$ cat config.mk
export PLATFORM = sky130hd
export DESIGN_NAME = pen_irq_top
export DESIGN_NICKNAME = d
export VERILOG_FILES = /design/src/rtl/pen_irq_pkg.sv /design/src/rtl/pen_sync.sv /design/src/rtl/pen_arm_ctrl.sv /design/src/rtl/pen_pull_ctrl.sv /design/src/rtl/pen_irq_top.sv
export SDC_FILE = /design/constraint.sdc
export NUM_CORES = 1
export LEC_CHECK = 0
export CAP_MARGIN = 20
export CORE_AREA = 5 5 42 44
export DETAILED_ROUTE_END_ITERATION = 7
export DIE_AREA = 0 0 47 49
export GPL_ROUTABILITY_DRIVEN = 0
export HOLD_SLACK_MARGIN = 0.12
export MAX_ROUTING_LAYER = met4
export PLACE_DENSITY = 0.45
export SYNTH_ARGS = -nofsm -noshare
export SYNTH_HDL_FRONTEND = slang
export SYNTH_HIERARCHICAL = 1
export SYNTH_SLANG_ARGS = --single-unit
$ cat constraint.sdc
create_clock -name clk -period 0.86 [get_ports clk]
set_input_delay 0.086 -clock clk [delete_from_list [all_inputs] [get_ports clk]]
set_output_delay 0.086 -clock clk [all_outputs]
set_load 0.005 [all_outputs]
$ cat src/rtl/pen_irq_pkg.sv
package pen_irq_pkg;

  // Power-bit decode: low bit clear means sensing is allowed.
  function automatic logic pd_allows_arm(input logic [1:0] pd);
    return (pd[0] == 1'b0);
  endfunction

  // Held pull-down is released on the chosen falling edge after start.
  function automatic logic is_release_edge(input logic evt,
                                           input logic [4:0] cnt,
                                           input logic [4:0] target);
    return evt && (cnt == target);
  endfunction

endpackage

$ cat src/rtl/pen_sync.sv
module pen_sync #(
  parameter int STAGES = 2
) (
  input  logic clk,
  input  logic rst_n,
  input  logic d_async,
  output logic q_sync
);
  logic [STAGES-1:0] chain;

  generate
    for (genvar i = 0; i < STAGES; i++) begin : g_stage
      if (i == 0) begin : g_first
        always_ff @(posedge clk or negedge rst_n)
          if (!rst_n) chain[0] <= 1'b0;
          else        chain[0] <= d_async;
      end else begin : g_next
        always_ff @(posedge clk or negedge rst_n)
          if (!rst_n) chain[i] <= 1'b0;
          else        chain[i] <= chain[i-1];
      end
    end
  endgenerate

  assign q_sync = chain[STAGES-1];
endmodule

$ cat src/rtl/pen_arm_ctrl.sv
module pen_arm_ctrl
  import pen_irq_pkg::*;
(
  input  logic       clk,
  input  logic       rst_n,
  input  logic       start_det,
  input  logic       eoc,
  input  logic [1:0] pd_bits,
  output logic       armed
);
  logic rearm_ok;
  assign rearm_ok = pd_allows_arm(pd_bits);

  always_ff @(posedge clk or negedge rst_n)
    if (!rst_n)         armed <= 1'b1;
    else if (start_det) armed <= 1'b0;
    else if (eoc)       armed <= rearm_ok;

  // start always disarms, even alongside eoc
  a_r4_start_disarms: assert property (@(posedge clk) disable iff (!rst_n)
    start_det |=> !armed);
  // an eoc alone loads the arm state from the power bits
  a_r6_eoc_pd_arm: assert property (@(posedge clk) disable iff (!rst_n)
    (eoc && !start_det && pd_bits[0] == 1'b0) |=> armed);
  a_r6_eoc_pd_off: assert property (@(posedge clk) disable iff (!rst_n)
    (eoc && !start_det && pd_bits[0] == 1'b1) |=> !armed);
  // no path back to armed except through eoc
  a_r8_stay_disarmed: assert property (@(posedge clk) disable iff (!rst_n)
    (!armed && !eoc) |=> !armed);
endmodule

$ cat src/rtl/pen_pull_ctrl.sv
module pen_pull_ctrl
  import pen_irq_pkg::*;
#(
  parameter int          CNT_W        = 5,
  parameter logic [4:0]  RELEASE_EDGE = 5'd4
) (
  input  logic             clk,
  input  logic             rst_n,
  input  logic             armed,
  input  logic             start_det,
  input  logic             touch_s,
  input  logic             fall_evt,
  input  logic [CNT_W-1:0] fall_cnt,
  output logic             pull_en
);
  logic follow_touch;
  logic release_hit;

  assign follow_touch = armed && !start_det;
  assign release_hit  = is_release_edge(fall_evt, 5'(fall_cnt), RELEASE_EDGE);

  always_ff @(posedge clk or negedge rst_n)
    if (!rst_n)            pull_en <= 1'b0;
    else if (follow_touch) pull_en <= touch_s;
    else if (release_hit)  pull_en <= 1'b0;

  // once disarmed, a released output cannot be set by touch
  a_r4_no_touch_when_off: assert property (@(posedge clk) disable iff (!rst_n)
    (!armed && !pull_en) |=> !pull_en);
  // the qualifying falling edge releases a held pull-down
  a_r5_release_edge: assert property (@(posedge clk) disable iff (!rst_n)
    (!armed && release_hit) |=> !pull_en);
  // other falling edges keep it held
  a_r10_hold_other_edges: assert property (@(posedge clk) disable iff (!rst_n)
    (!armed && pull_en && !release_hit) |=> pull_en);
  // start itself does not drop an active pull-down
  a_r5_start_keeps_pull: assert property (@(posedge clk) disable iff (!rst_n)
    (start_det && pull_en && !release_hit) |=> pull_en);
endmodule

$ cat src/rtl/pen_irq_top.sv
module pen_irq_top #(
  parameter int         SYNC_STAGES  = 2,
  parameter int         CNT_W        = 5,
  parameter logic [4:0] RELEASE_EDGE = 5'd4
) (
  input  logic             clk,
  input  logic             rst_n,
  input  logic             touch_raw,
  input  logic             start_det,
  input  logic             fall_evt,
  input  logic [CNT_W-1:0] fall_cnt,
  input  logic             eoc,
  input  logic [1:0]       pd_bits,
  output logic             irq_pull_en,
  output logic             irq_armed,
  output logic             ydrv_hold
);
  logic touch_s;
  logic armed_w;

  pen_sync #(.STAGES(SYNC_STAGES)) u_sync (
    .clk(clk), .rst_n(rst_n), .d_async(touch_raw), .q_sync(touch_s));

  pen_arm_ctrl u_arm (
    .clk(clk), .rst_n(rst_n), .start_det(start_det), .eoc(eoc),
    .pd_bits(pd_bits), .armed(armed_w));

  pen_pull_ctrl #(.CNT_W(CNT_W), .RELEASE_EDGE(RELEASE_EDGE)) u_pull (
    .clk(clk), .rst_n(rst_n), .armed(armed_w), .start_det(start_det),
    .touch_s(touch_s), .fall_evt(fall_evt), .fall_cnt(fall_cnt),
    .pull_en(irq_pull_en));

  assign irq_armed = armed_w;
  assign ydrv_hold = armed_w;

  // driver hold request tracks the arm state
  a_r9_hold_tracks_arm: assert property (@(posedge clk) disable iff (!rst_n)
    ydrv_hold == irq_armed);
endmodule

==> summary.md <==
| Metric | Value |
|---|---|
| Status | `finished with violations` |
| Violated checks | `setup timing` |
| TritonCTS clock tree | `yes` |
| Largest family of logic cells by synthesized area | `compound AO/OA/AOI/OAI gates` |
| Avg Vias per Cell | `3.62` |
| Rows | `14` |
| Antenna cells | `0` |
| Max VDD drop | `0.000656 V` |
| Required @ worst endpoint | `770 ps` |
| Ports | `16` |
| Xor and xnor area share after synthesis | `0%` |
| Crit end category | `output port` |
| Routed wire length | `567 um` |
| Adder-cell share of the synthesized area | `0%` |
| Crit path cell chain | `buf_2` |
| Synth Net Count | `25` |
| Mean area per synthesized cell | `12.9 sq um` |
| Netlist Area Pre-Place | `155 sq um` |
| Die Area | `2300 sq um` |
| Placeable Area | `1400 sq um` |
| Die Y | `49 um` |
| Layout cells sized above 1 | `38.7%` |
| CTS clk-pin slew, worst paths | `40 ps` |
| Register area share after synthesis | `65.3%` |
| Htree depth | `1` |
| Routed Antenna Nets | `0` |
| Data arrival time of the critical path | `890 ps` |
| Vias in the first global route | `191` |
| RSZ-0062 raised after global routing | `yes` |
| Final cell count without fillers | `47` |
| Final setup fails | `4` |
| WHS | `114 ps` |
| Count of different cell masters after synthesis | `10` |
| # DRC | `0` |
| Port bufs | `14` |
| Clk_lat worst skew | `240 ps` |
| CP max-delay cell | `dfstp_2` |
| Hold Path Class | `primary input to asynchronous set/reset pin` |
| Starting Density | `11.1%` |
| Total track usage | `5.87%` |
| Total CTS buffers | `3` |
| Largest net degree at the start of global routing | `5` |
| Setup CP Type | `flop to output port` |
| Placed Instances | `43` |
| Crit start category | `flop` |
| FMAX | `1030 MHz` |
| Final nets | `45` |
| Worst-Margin Slew | `200 ps` |
| Relative slew slack | `86.6%` |
| Mux share of post-synthesis cell area | `0%` |
| Final Hold Viols | `0` |
| Leakage Power | `0.155 nW` |
| Maxcap violations | `0` |
| Initial antenna violation count | `0` |
| # fillers | `159` |
| Place WS | `-271 ps` |
| Setup ws final | `-113 ps` |
| Clock sink count | `4` |
| CP bufs+invs | `1` |
| P per Cell Area | `1710 nW/um^2` |
| Fin crit share | `113%` |
| Global-route wire length before repair | `855 um` |
| Clock skew | `6.27 ps` |
| Fin util | `26.3%` |
| Flops & latches, synth | `4` |
| First-iteration detailed-routing DRC count | `0` |
| Routed via count | `170` |
| Yosys warnings | `6` |
| Crit Path Max Fanout | `3` |
| Sequential cell area | `101 sq um` |
| Post-Synth Simple-Gate Area | `13.7%` |
| Avg WL per Cell | `12.1 um` |
| Synth Area in Compound Gates | `13.7%` |
| Slowest stage delay, CP | `540 ps` |
| Multi-input gate area | `72.6 sq um` |
| CP top delay family | `flip-flops` |
| Final-report max-slew violation count | `0` |
| Post-CTS setup buffers | `0` |
| Grt ovf | `0` |
| Die width | `47 um` |
| Detailed Routing Iterations Pass 1 | `1` |
| Clk root buf | `clkbuf_4` |
| Min Tclk post-route | `973 ps` |
| Post-Syn Instances | `12` |
| Clock Tree Buf Depth | `2` |
| Area growth syn-to-layout | `137%` |
| Final Power | `0.628 mW` |
through the flow:
stage	setup TNS [ps]	area [sq um]
2_1_floorplan	-22.1	155
4_1_cts	-473	352
5_1_grt	-631	368
3_5_place_dp	-937	323
6_report	-392	368
3_3_place_gp	-927	323
Yosys cell counts, drive strengths merged:
library cell	count	share of area [%]
a211oi	1	4.8
buf	1	4.8
dfrtp	3	48
dfstp	1	17
inv	1	2.4
nand2b	1	4.0
nand4bb	1	7.3
nor2	1	2.4
o21ai	1	3.2
o311ai	1	5.6
kinds of logic (layout without fill, tap and decap cells):
group,count (synthesis),after routing
AND/OR/NAND/NOR,3,3
AO/OA/AOI/OAI,3,3
flip-flops,4,4
buffers and inverters,2,21
layer usage:
layer,part of all wire [%],vias up,track usage (%)
met2,41,18,5.66
met1,41,72,6.89
li1,-,80,-
met4,0,0,2.76
met3,18,0,7.01
met5,0,-,-
placed cells by master (no fill, tap or decap):
cell type / count
a211oi_2: 1
buf_2: 3
buf_4: 1
buf_6: 1
clkbuf_1: 1
clkbuf_4: 3
clkdlybuf4s50_1: 10
dfrtp_1: 3
dfstp_2: 1
dlygate4sd3_1: 1
inv_1: 1
nand2b_4: 1
nand4bb_1: 1
nor2_1: 1
o21ai_1: 1
o311ai_4: 1
worst paths after layout:
kind / slack (ps) / from / depth (start not counted) / endpoint
max: -110 / u_arm/armed / 1 / irq_armed
min: 110 / rst_n / 1 / u_pull/pull_en
max reg2reg: -110 / u_arm/armed / 4 / u_pull/pull_en
min reg2reg: 340 / u_sync/chain[0] / 0 / u_sync/q_sync
max in group asynchronous: 500 / rst_n / 1 / u_arm/armed
min in group clk: 290 / touch_raw / 1 / u_sync/chain[0]
worst reg2reg max path, delay by kind of cell, from the launching register on:
family,cells,cell delay [ps]
AO/OA/AOI/OAI,2,150
buffers and inverters,1,110
flip-flops,1,540
AND/OR/NAND/NOR,1,60
flip-flops by register name, indices dropped and copies added (netlist names):
name / flops
u_pull/pull_en: 1
u_sync/q_sync: 1
u_sync/chain: 1
u_arm/armed: 1
what timing repair did:
| item | CTS | global route |
|---|---|---|
| resized for setup | 13 | 4 |
| pin swaps | 1 | 0 |
| setup endpoints to repair | 5 | 5 |
| hold buffers | 1 | 0 |
| endpoints found under the hold margin | 3 | 0 |
cell type report:
type | instances | area share, %
clock buffers | 4 | 7.14
inverters | 1 | 1.02
multi-input cells | 6 | 19.7
flip-flops and latches | 4 | 27.6
well taps | 16 | 5.44
repair buffers | 16 | 39.1
power breakdown:
part | total (mW) | switching [mW] | internal, mW
logic | 0.142 | 0.0459 | 0.0962
clock network | 0.270 | 0.0943 | 0.175
registers | 0.216 | 0.00803 | 0.208
(Power assumes the default switching activity.)
